[config.mk]
export PLATFORM = sky130hd
export DESIGN_NAME = brc_slot_eval
export DESIGN_NICKNAME = d
export VERILOG_FILES = /design/src/rtl/brc_slot_eval.sv
export SDC_FILE = /design/constraint.sdc
export NUM_CORES = 1
export LEC_CHECK = 0
export BUFFER_PORTS_ARGS = -buffer_cell sky130_fd_sc_hd__clkbuf_2
export CORE_AREA = 2 2 39 41
export DETAILED_ROUTE_END_ITERATION = 16
export DIE_AREA = 0 0 41 43
export GPL_ROUTABILITY_DRIVEN = 0
export PLACE_DENSITY = 0.58
export RECOVER_POWER = 50
export SLEW_MARGIN = 40
export SYNTH_ARGS = -nofsm -noshare
export SYNTH_HDL_FRONTEND = slang
export SYNTH_SLANG_ARGS = --single-unit
[constraint.sdc]
create_clock -name vclk -period 1.5
set_input_delay 0.3 -clock vclk [all_inputs]
set_output_delay 0.3 -clock vclk [all_outputs]
set_load 0.005 [all_outputs]
[src/rtl/brc_slot_eval.sv]
module brc_slot_eval #(
   parameter int PC_W = 16
) (
   input  logic            valid,
   input  logic            direct,
   input  logic            uncond,
   input  logic            ctrl,
   input  logic            pred_taken,
   input  logic [PC_W-1:0] pred_tgt,
   input  logic [PC_W-1:0] calc_tgt,
   output logic            checked,
   output logic            mismatch,
   output logic            bad_pred
);
   always_comb begin
      checked  = valid && direct && uncond;
      mismatch = checked && (calc_tgt != pred_tgt);
      bad_pred = valid && pred_taken && !ctrl;
   end
endmodule

### Word-level counts from Yosys, hierarchy flattened

Index checks and enable logic that the tools add are counted.

| storage, ports and cells | value |
|---|---|
| bits in registers | 0 |
| output and inout port bits | 3 |

| operators by class | value |
|---|---|
| eq/ne operators | 1 |
| reductions and logical operators | 6 |

Operators with widths:

| cell | number |
|---|---|
| 16-bit inequality test | 1 |
| 1-bit logical AND | 5 |
| 1-bit zero test | 1 |

### Logic depth before layout (Yosys ltp)

Gate-level depths: netlist of the first run.

| logic depth | value |
|---|---|
| depth in word-level cells | 3 |
| depth in mapped cells | 4 |

### Worst setup path before layout of the first run

Ideal clock, no wire load.

| timing path | value |
|---|---|
| path type | input to output |
| start | input port pred_tgt[9] |
| end | output port mismatch |
| arrival time | 1.003 ns |
| setup slack | 0.197 ns |
| cell stages on the path | 4 |
| cell sequence | xor2_1 nor4_1 nand2_1 o31a_1 |

| between the ends | value |
|---|---|
| longest elaborated chain between the ends | 2 |

Ends and longest elaborated chain:

| what | RTL line | RTL |
|---|---|---|
| from (decl) | 9 | `input logic [PC_W-1:0] pred_tgt,` |
| 16-bit inequality test | 17 | `mismatch = checked && (calc_tgt != pred_tgt);` |
| 1-bit logical AND | 17 |  |
| to (decl) | 12 | `output logic mismatch,` |

Every way passes these cells.

### Worst setup path after layout of the first run

Same ends and word-level chain as after synthesis.

==> results.md, run 1 <==
- Run status: finished, violations left
- Failing checks: negative setup slack
- Power share of the sequential group: 0%
- Final critical path time including I/O delays and setup: 1.54 ns
- Final cell area excluding filler cells: 417 sq um
- WP data arrival: 1.24 ns
- Hold Slack: 0.805 ns
- Delay contributed by the slowest stage of the critical path: 0.27 ns
- Required time at the worst-slack endpoint: 1.20 ns
- Fraction of power consumed by the clock network: 0%
- Crit-path most repeated cell: sky130_fd_sc_hd__clkbuf_2
- Antenna Violating Nets Remaining: 0
- P_int: 62.8 uW
- Area of the die: 1760 sq um
- Final hold violation count: 0
- Critical-path cell list: clkbuf_2 -> xor2_1 -> nor4_1 -> nand2_1 -> o31a_1 -> clkbuf_2
- Setup repair after global routing missed its margin: true
- Fin Setup TNS: -0.0427 ns
- Worst min path class: input port to output port
- Initial drt markers: 0
- Total wire length: 580 microns
- Post-CTS Hold Fix Bufs: 0
- Synthesized netlist net count: 62
- Average vias per placed instance: 3.94
- Category of cells accounting for the largest share of critical-path delay: simple AND/OR/NAND/NOR gates
- First-pass GRT wire length: 779 microns
- Critical path class: input port to output port
- Share of post-route cells with drive strength above 1: 61.5%
- Number of antenna violations at the first check in global routing: 0
- Post-DR wirelength/cell: 7.16 microns
- Number of setup violations in the final report: 1
- Port buffer count: 40
- Number of standard-cell rows in the floorplan: 14
- Peak clock frequency supported by timing: 648 MHz
- Sum of net half-perimeters after detailed placement: 598 microns
- Power Dens Cells: 239 nW/um^2
- Setup slack after layout: -0.0427 ns
- Capturing element type of the critical path: output port
- Core Region: 1380 sq um
- Buffers inserted by post-CTS timing repair: 0
- Count of flip-flops and latches: 0
- Highest net fanout along the worst path: 1
- Worst IR Drop VDD: 58.8 uV
- Number of max-capacitance violations reported: 0
- DRC viols: 0
- Diodes inserted: 0
- P_leak: 0.000229 uW
- Width of the chip: 41 microns
- Number of buffers and inverters on the critical path: 2
- Largest net degree at the start of global routing: 3
- Seq/Total Area, Yosys: 0%
- Total design power: 99.6 uW
- Final Cycle Share: 103%
- Final-layout clock buffer total: 0
- Yosys warning total: 0
- Starting density of the core: 13.8%
- Combinational group share of total power: 100.0%
- Vias in the first global route: 238
- Via Count: 319
- Average instance area after synthesis: 7.66 sq um
- Distinct cell type count after synthesis: 8
- Cell count after synthesis: 25
- First-pass detailed-route iteration total: 1
- Type of origin of the critical path: input port
- Switching pwr: 36.8 uW
- Die height: 43 microns
- Cell area after technology mapping: 191 sq um
- Total placed instance area: 412 sq um
- Critical-path cell with the highest stage delay: sky130_fd_sc_hd__nor4_1
- Register area: 0 sq um
- Core Util, Final: 30.1%
- IO Count: 40
- Overflow after GRT: 0
- Remaining max-slew budget at the tightest pin: 84.4%
- Global-route usage over all layers: 5.99%
- Actual transition at the worst max-transition pin: 0.231 ns
- Net count reported at finish: 104
- Final number of max-transition violations: 0
- Fraction of power spent switching nets: 37.0%
- Signed area change from the synthesized netlist to the final layout: 118%
[worst paths after layout]
path,from,cells past startpoint,endpoint,slack [ns]
setup / recovery,pred_tgt[9],6,mismatch,-0.04
hold / removal,ctrl,3,bad_pred,0.81
[area by class of cell]
class                      count  area, sq um
fill                         154          967
multi-input combinational     25          198
tap                           16         20.0
timing repair buffer          40          199
[routing by layer]
metal,part of all wire [%],GRT usage [%]
met1,32,5.70
met2,51,13.1
met3,17,0
met4,0,0
met5,0,0
[kinds of logic after synthesis]
| kind of cell | after synthesis | share of synthesized area, % |
|---|---|---|
| xor gates and xnor gates | 16 | 73.2 |
| and+or+nand+nor | 8 | 22.2 |
| AOI/OAI and AO/OA | 1 | 4.58 |
[stage by stage]
step	instances	worst slack (ns)
2_1_floorplan	25	0.197
3_3_place_gp	81	-0.100
3_5_place_dp	81	-0.122
4_1_cts	81	-0.109
5_1_grt	81	-0.148
6_report	81	-0.0427
[cells in the final DEF (no fill, tap or decap)]
master,count
sky130_fd_sc_hd__nor4_1,1
sky130_fd_sc_hd__clkbuf_1,1
sky130_fd_sc_hd__nor4_2,1
sky130_fd_sc_hd__nand4_1,2
sky130_fd_sc_hd__xnor2_1,8
sky130_fd_sc_hd__clkbuf_2,39
sky130_fd_sc_hd__and3_1,1
sky130_fd_sc_hd__o31a_1,1
sky130_fd_sc_hd__nor2_1,1
sky130_fd_sc_hd__xor2_1,8
sky130_fd_sc_hd__nand2_1,2
[Yosys cell counts (all sizes together)]
cell type / number / area [sq um]
xor2: 8 / 70.1
nor4: 2 / 12.5
nor2: 1 / 3.75
nand4: 2 / 12.5
nand2: 2 / 7.51
and3: 1 / 6.26
o31a: 1 / 8.76
xnor2: 8 / 70.1
[power by group through the flow]
stage	clock (uW)	combinational, uW	sequential, uW
2_1_floorplan	0	39.0	0
3_3_place_gp	0	97.9	0
3_5_place_dp	0	99.2	0
4_1_cts	0	100	0
5_1_grt	0	111	0
6_report	0	99.6	0
[timing repair]
item                       CTS  global route
pin swaps                    1             0
cloned                       0             0
resized for setup            0             1
setup endpoints to repair    1             1
Note: power is estimated with default switching activity, not from simulation.
==> run 2: changes to the inputs <==
--- a/config.mk
+++ b/config.mk
@@ -17,2 +17,3 @@
 export SYNTH_HDL_FRONTEND = slang
 export SYNTH_SLANG_ARGS = --single-unit
+export TNS_END_PERCENT = 100
==> constraint.sdc (replaced) <==
create_clock -name vclk -period 1.5
set_input_delay 0.15 -clock vclk [all_inputs]
set_output_delay 0.15 -clock vclk [all_outputs]
set_load 0.005 [all_outputs]
==> results.md, run 2 (same netlist as run 1, synthesis figures left out) <==
- Starting density of the core: 13.8% (unchanged)
- Worst IR Drop VDD: 58.7 uV (was 58.8 uV)
- Final critical path time including I/O delays and setup: 1.26 ns (was 1.54 ns)
- Average vias per placed instance: 3.94 (unchanged)
- Register area: 0 sq um (unchanged)
- Net count reported at finish: 104 (unchanged)
- Setup repair after global routing missed its margin: false (was true)
- IO Count: 40 (unchanged)
- Initial drt markers: 0 (unchanged)
- First-pass GRT wire length: 779 microns (unchanged)
- Width of the chip: 41 microns (unchanged)
- Required time at the worst-slack endpoint: 1.35 ns (was 1.20 ns)
- Post-DR wirelength/cell: 7.11 microns (was 7.16 microns)
- Largest net degree at the start of global routing: 3 (unchanged)
- Via Count: 319 (unchanged)
- Setup slack after layout: 0.238 ns (was -0.0427 ns)
- Total wire length: 576 microns (was 580 microns)
- DRC viols: 0 (unchanged)
- Share of post-route cells with drive strength above 1: 60.0% (was 61.5%)
- Worst min path class: input port to output port (unchanged)
- Routed met3 length: 99 microns (unchanged)
- P_leak: 0.000229 uW (about the same)
- Buffers inserted by post-CTS timing repair: 0 (unchanged)
- Overflow after GRT: 0 (unchanged)
- Crit-path most repeated cell: sky130_fd_sc_hd__clkbuf_2 (unchanged)
- Signed area change from the synthesized netlist to the final layout: 114% (was 118%)
- First-pass detailed-route iteration total: 1 (unchanged)
- Filler cell count in the final layout: 156 (was 154)
- Total placed instance area: 412 sq um (unchanged)
- Sum of net half-perimeters after detailed placement: 598 microns (unchanged)
- Global-route usage over all layers: 5.99% (unchanged)
- Number of standard-cell rows in the floorplan: 14 (unchanged)
- Number of setup violations in the final report: 0 (was 1)
- Run status: finished clean (was finished, violations left)
- Diodes inserted: 0 (unchanged)
- Highest routed layer: met3 (unchanged)
- M1 wire length: 184 microns (unchanged)
- Highest net fanout along the worst path: 1 (unchanged)
- Remaining max-slew budget at the tightest pin: 84.0% (was 84.4%)
- Quantity of gates resized following cts: 0 (unchanged)
- Critical-path cell list: clkbuf_2 -> xor2_1 -> nor4_1 -> nand2_1 -> o31a_1 -> clkbuf_2 (unchanged)
- Die height: 43 microns (unchanged)
- Area of the die: 1760 sq um (unchanged)
- Number of max-capacitance violations reported: 0 (unchanged)
- Setup slack after placement: 0.178 ns (was -0.122 ns)
- Critical-path cell with the highest stage delay: sky130_fd_sc_hd__nor4_1 (unchanged)
- # placed instances: 81 (unchanged)
- WP data arrival: 1.11 ns (was 1.24 ns)
- Core Region: 1380 sq um (unchanged)
- Final-layout clock buffer total: 0 (unchanged)
- Final hold violation count: 0 (unchanged)
- Critical path class: input port to output port (unchanged)
- Final number of max-transition violations: 0 (unchanged)
- Met2 wire length: 292 microns (was 295 microns)
- Port buffer count: 40 (unchanged)
- Count of flip-flops and latches: 0 (unchanged)
- Final standard cell count with taps included and fillers excluded: 81 (unchanged)
- Antenna Violating Nets Remaining: 0 (unchanged)
- Delay contributed by the slowest stage of the critical path: 0.28 ns (was 0.27 ns)
- Actual transition at the worst max-transition pin: 0.238 ns (was 0.231 ns)
- Number of antenna violations at the first check in global routing: 0 (unchanged)
- Final cell area excluding filler cells: 410 sq um (was 417 sq um)
- Number of buffers and inverters on the critical path: 2 (unchanged)
- Type of origin of the critical path: input port (unchanged)
- Category of cells accounting for the largest share of critical-path delay: simple AND/OR/NAND/NOR gates (unchanged)
- Fin Setup TNS: 0 ns (was -0.0427 ns)
- Power Dens Cells: 237 nW/um^2 (was 239 nW/um^2)
- Peak clock frequency supported by timing: 792 MHz (was 648 MHz)
- Most frequent cells in the layout: 39 x sky130_fd_sc_hd__clkbuf_2, 8 x sky130_fd_sc_hd__xnor2_1, 8 x sky130_fd_sc_hd__xor2_1 (was 39 x sky130_fd_sc_hd__clkbuf_2, 8 x sky130_fd_sc_hd__xnor2_1, 8 x sky130_fd_sc_hd__xor2_1, 2 x sky130_fd_sc_hd__nand4_1, 2 x sky130_fd_sc_hd__nand2_1)
- Post-CTS Hold Fix Bufs: 0 (unchanged)
- Vias in the first global route: 238 (unchanged)
- Capturing element type of the critical path: output port (unchanged)
- Most frequent standard cell in the layout excluding fill and tap cells: sky130_fd_sc_hd__clkbuf_2 (unchanged)
- Final Cycle Share: 84.1% (was 103%)
[run 2: cell types whose count changed in the layout (fill, tap and decap cells not counted)]
cell	before	now
sky130_fd_sc_hd__nor4_2	1	0
sky130_fd_sc_hd__nor4_1	1	2
[run 2: area by class of cell]
cell class | count | area (sq um) | share of cell area [%]
multi-input cells | 25 | 191 | 46.6
well taps | 16 | 20.0 | 4.88
repair buffers | 40 | 199 | 48.5
[run 2: stage by stage]
stage	util, %	power (uW)	hold slack, ns
after floorplan	-	39.0	0.331
final	29.7	97.1	0.505
after detailed placement	29.7	99.2	0.507
after CTS	29.7	99.9	0.508
after global routing	29.7	109	0.512
after global placement	29.7	97.9	0.502
[run 2: tightest hold or removal path: cells and delay by family]
family	cells	cell delay, ns
and+or+nand+nor	1	0.03
buffers and inverters	2	0.18
[run 2: where the power goes]
part           internal (uW)  leakage [uW]  switching [uW]  total (uW)
sequential                 0             0               0           0
clock                      0             0               0           0
combinational           62.1      0.000229            35.0        97.1
[run 2: worst paths after layout]
kind                      from       end  slack [ns]  cells past startpoint
setup / recovery  pred_tgt[12]  mismatch        0.24                      6
hold / removal            ctrl  bad_pred        0.51                      3
[run 2: layer usage]
metal	track usage (%)	vias up
li1	-	166
met1	5.70	128
met2	13.1	25
met3	0	0
met4	0	0
met5	0	-
==> run 3: changes to the inputs <==
Settings changed: PLACE_DENSITY 0.58 to 0.6.
Clock period 1.5 ns to 1 ns, I/O delays scaled along.
==> results.md, run 3 (same netlist as run 1, synthesis figures left out) <==
- Diodes inserted: 0 (unchanged)
- Required time at the worst-slack endpoint: 0.90 ns (was 1.35 ns)
- Setup repair after global routing missed its margin: true (was false)
- P_leak: 0.000229 uW (about the same)
- Number of antenna violations at the first check in global routing: 0 (unchanged)
- Critical-path cell with the highest stage delay: sky130_fd_sc_hd__nor4_1 (unchanged)
- Setup slack after layout: -0.164 ns (was 0.238 ns)
- Final-layout clock buffer total: 0 (unchanged)
- Final standard cell count with taps included and fillers excluded: 81 (unchanged)
- Critical-path cell list: clkbuf_2 -> xor2_1 -> nor4_1 -> nand2_1 -> o31a_1 -> clkbuf_2 (unchanged)
- Sum of net half-perimeters after detailed placement: 595 microns (was 598 microns)
- Post-DR wirelength/cell: 7.44 microns (was 7.11 microns)
- Run status: finished, violations left (was finished clean)
- Global-route usage over all layers: 6.29% (was 5.99%)
- Actual transition at the worst max-transition pin: 0.249 ns (was 0.238 ns)
- Category of cells accounting for the largest share of critical-path delay: simple AND/OR/NAND/NOR gates (unchanged)
- Most frequent standard cell in the layout excluding fill and tap cells: sky130_fd_sc_hd__clkbuf_2 (unchanged)
- Total wire length: 603 microns (was 576 microns)
- First-pass detailed-route iteration total: 3 (was 1)
- Critical path class: input port to output port (unchanged)
- Number of buffers and inverters on the critical path: 2 (unchanged)
- Post-CTS Hold Fix Bufs: 0 (unchanged)
- Area of the die: 1760 sq um (unchanged)
- Signed area change from the synthesized netlist to the final layout: 118% (was 114%)
- Fin Setup TNS: -0.164 ns (was 0 ns)
- IO Count: 40 (unchanged)
- Largest net degree at the start of global routing: 3 (unchanged)
- Number of standard-cell rows in the floorplan: 14 (unchanged)
- Peak clock frequency supported by timing: 859 MHz
- Final critical path time including I/O delays and setup: 1.16 ns
- Highest net fanout along the worst path: 1 (unchanged)
- Initial drt markers: 1 (was 0)
- Fraction of power consumed by the clock network: 0% (about the same)
- Port buffer count: 40 (unchanged)
- Hold Slack: 0.404 ns (was 0.505 ns)
- Met2 track utilization from global routing: 13.4% (was 13.1%)
- Die height: 43 microns (unchanged)
- Power share of the sequential group: 0% (about the same)
- Sink of the worst hold path: bad_pred (unchanged)
- Share of post-route cells with drive strength above 1: 61.5% (was 60.0%)
- First-pass GRT wire length: 821 microns (was 779 microns)
- Fraction of power spent switching nets: 36.9% (was 36.0%)
- Final cell area excluding filler cells: 417 sq um (was 410 sq um)
- Count of flip-flops and latches: 0 (unchanged)
- Most frequent cells in the layout: 39 x sky130_fd_sc_hd__clkbuf_2, 8 x sky130_fd_sc_hd__xnor2_1, 8 x sky130_fd_sc_hd__xor2_1, 2 x sky130_fd_sc_hd__nand4_1, 2 x sky130_fd_sc_hd__nand2_1 (was 39 x sky130_fd_sc_hd__clkbuf_2, 8 x sky130_fd_sc_hd__xnor2_1, 8 x sky130_fd_sc_hd__xor2_1)
- Capturing element type of the critical path: output port (unchanged)
- Combinational group share of total power: 100.0% (about the same)
- # placed instances: 81 (unchanged)
- Total placed instance area: 412 sq um (unchanged)
- Final number of max-transition violations: 0 (unchanged)
- Vias in the first global route: 254 (was 238)
- Average vias per placed instance: 3.94 (unchanged)
- Switching pwr: 55.0 uW (was 35.0 uW)
- Power Dens Cells: 358 nW/um^2 (was 237 nW/um^2)
- Final hold violation count: 0 (unchanged)
- Register area: 0 sq um (unchanged)
- Via Count: 319 (unchanged)
- DRC viols: 0 (unchanged)
- Remaining max-slew budget at the tightest pin: 83.3% (was 84.0%)
- Delay contributed by the slowest stage of the critical path: 0.29 ns (was 0.28 ns)
- Overflow after GRT: 0 (unchanged)
- GRT met1 Usage: 6.33% (was 5.70%)
- Worst hold start: ctrl (unchanged)
- Worst IR Drop VDD: 131 uV (was 58.7 uV)
- Width of the chip: 41 microns (unchanged)
- Crit-path most repeated cell: sky130_fd_sc_hd__clkbuf_2 (unchanged)
- Buffers inserted by post-CTS timing repair: 0 (unchanged)
- Type of origin of the critical path: input port (unchanged)
- Worst min path class: input port to output port (unchanged)
- Starting density of the core: 13.8% (unchanged)
- WP data arrival: 1.06 ns (was 1.11 ns)
- Failing checks: negative setup slack
- Met3 Track Usage GR: 0% (unchanged)
- Final Cycle Share: 116%
- Most used routing layer in global routing: met2 (unchanged)
- Worst Hold Path Cells: 3 (unchanged)
- Net count reported at finish: 104 (unchanged)
- P_int: 94.2 uW (was 62.1 uW)
- Number of setup violations in the final report: 1 (was 0)
- Number of max-capacitance violations reported: 0 (unchanged)
- Core Region: 1380 sq um (unchanged)
- Setup slack after placement: -0.210 ns (was 0.178 ns)
- Antenna Violating Nets Remaining: 0 (unchanged)
[run 3: repair_timing]
action	in CTS	in global routing
setup endpoints to repair	1	1
pin swaps	2	0
resized for setup	0	1
[run 3: layout make-up]
cell class	instances	area (sq um)
timing repair buffer	40	199
tap	16	20.0
fill	154	967
multi-input combinational	25	198
[run 3: through the flow]
step | util, % | total power [uW]
2_1_floorplan | - | 58.6
3_3_place_gp | 29.7 | 146
3_5_place_dp | 29.7 | 148
4_1_cts | 29.7 | 150
5_1_grt | 30.1 | 169
6_report | 30.1 | 149
[run 3: per-layer routing]
layer  routed length, microns  vias up
met5                        0        -
li1                         -      166
met4                        0        0
met2                      293       28
met3                      117        0
met1                      192      125
[run 3: how the worst max path moves through the flow]
stage | to | slack [ns] | cells past startpoint | start
floorplan | mismatch | 0.1 | 4 | pred_tgt[9]
global placement | mismatch | -0.20 | 6 | pred_tgt[9]
detailed placement | mismatch | -0.21 | 6 | pred_tgt[12]
CTS | mismatch | -0.21 | 6 | pred_tgt[11]
global route | mismatch | -0.30 | 6 | pred_tgt[7]
finish | mismatch | -0.16 | 6 | pred_tgt[7]
[run 3: power groups by stage]
stage | Clock [uW] | Sequential [uW] | Combinational [uW]
floorplan | 0 | 0 | 58.6
global placement | 0 | 0 | 146
detailed placement | 0 | 0 | 148
CTS | 0 | 0 | 150
global route | 0 | 0 | 169
finish | 0 | 0 | 149
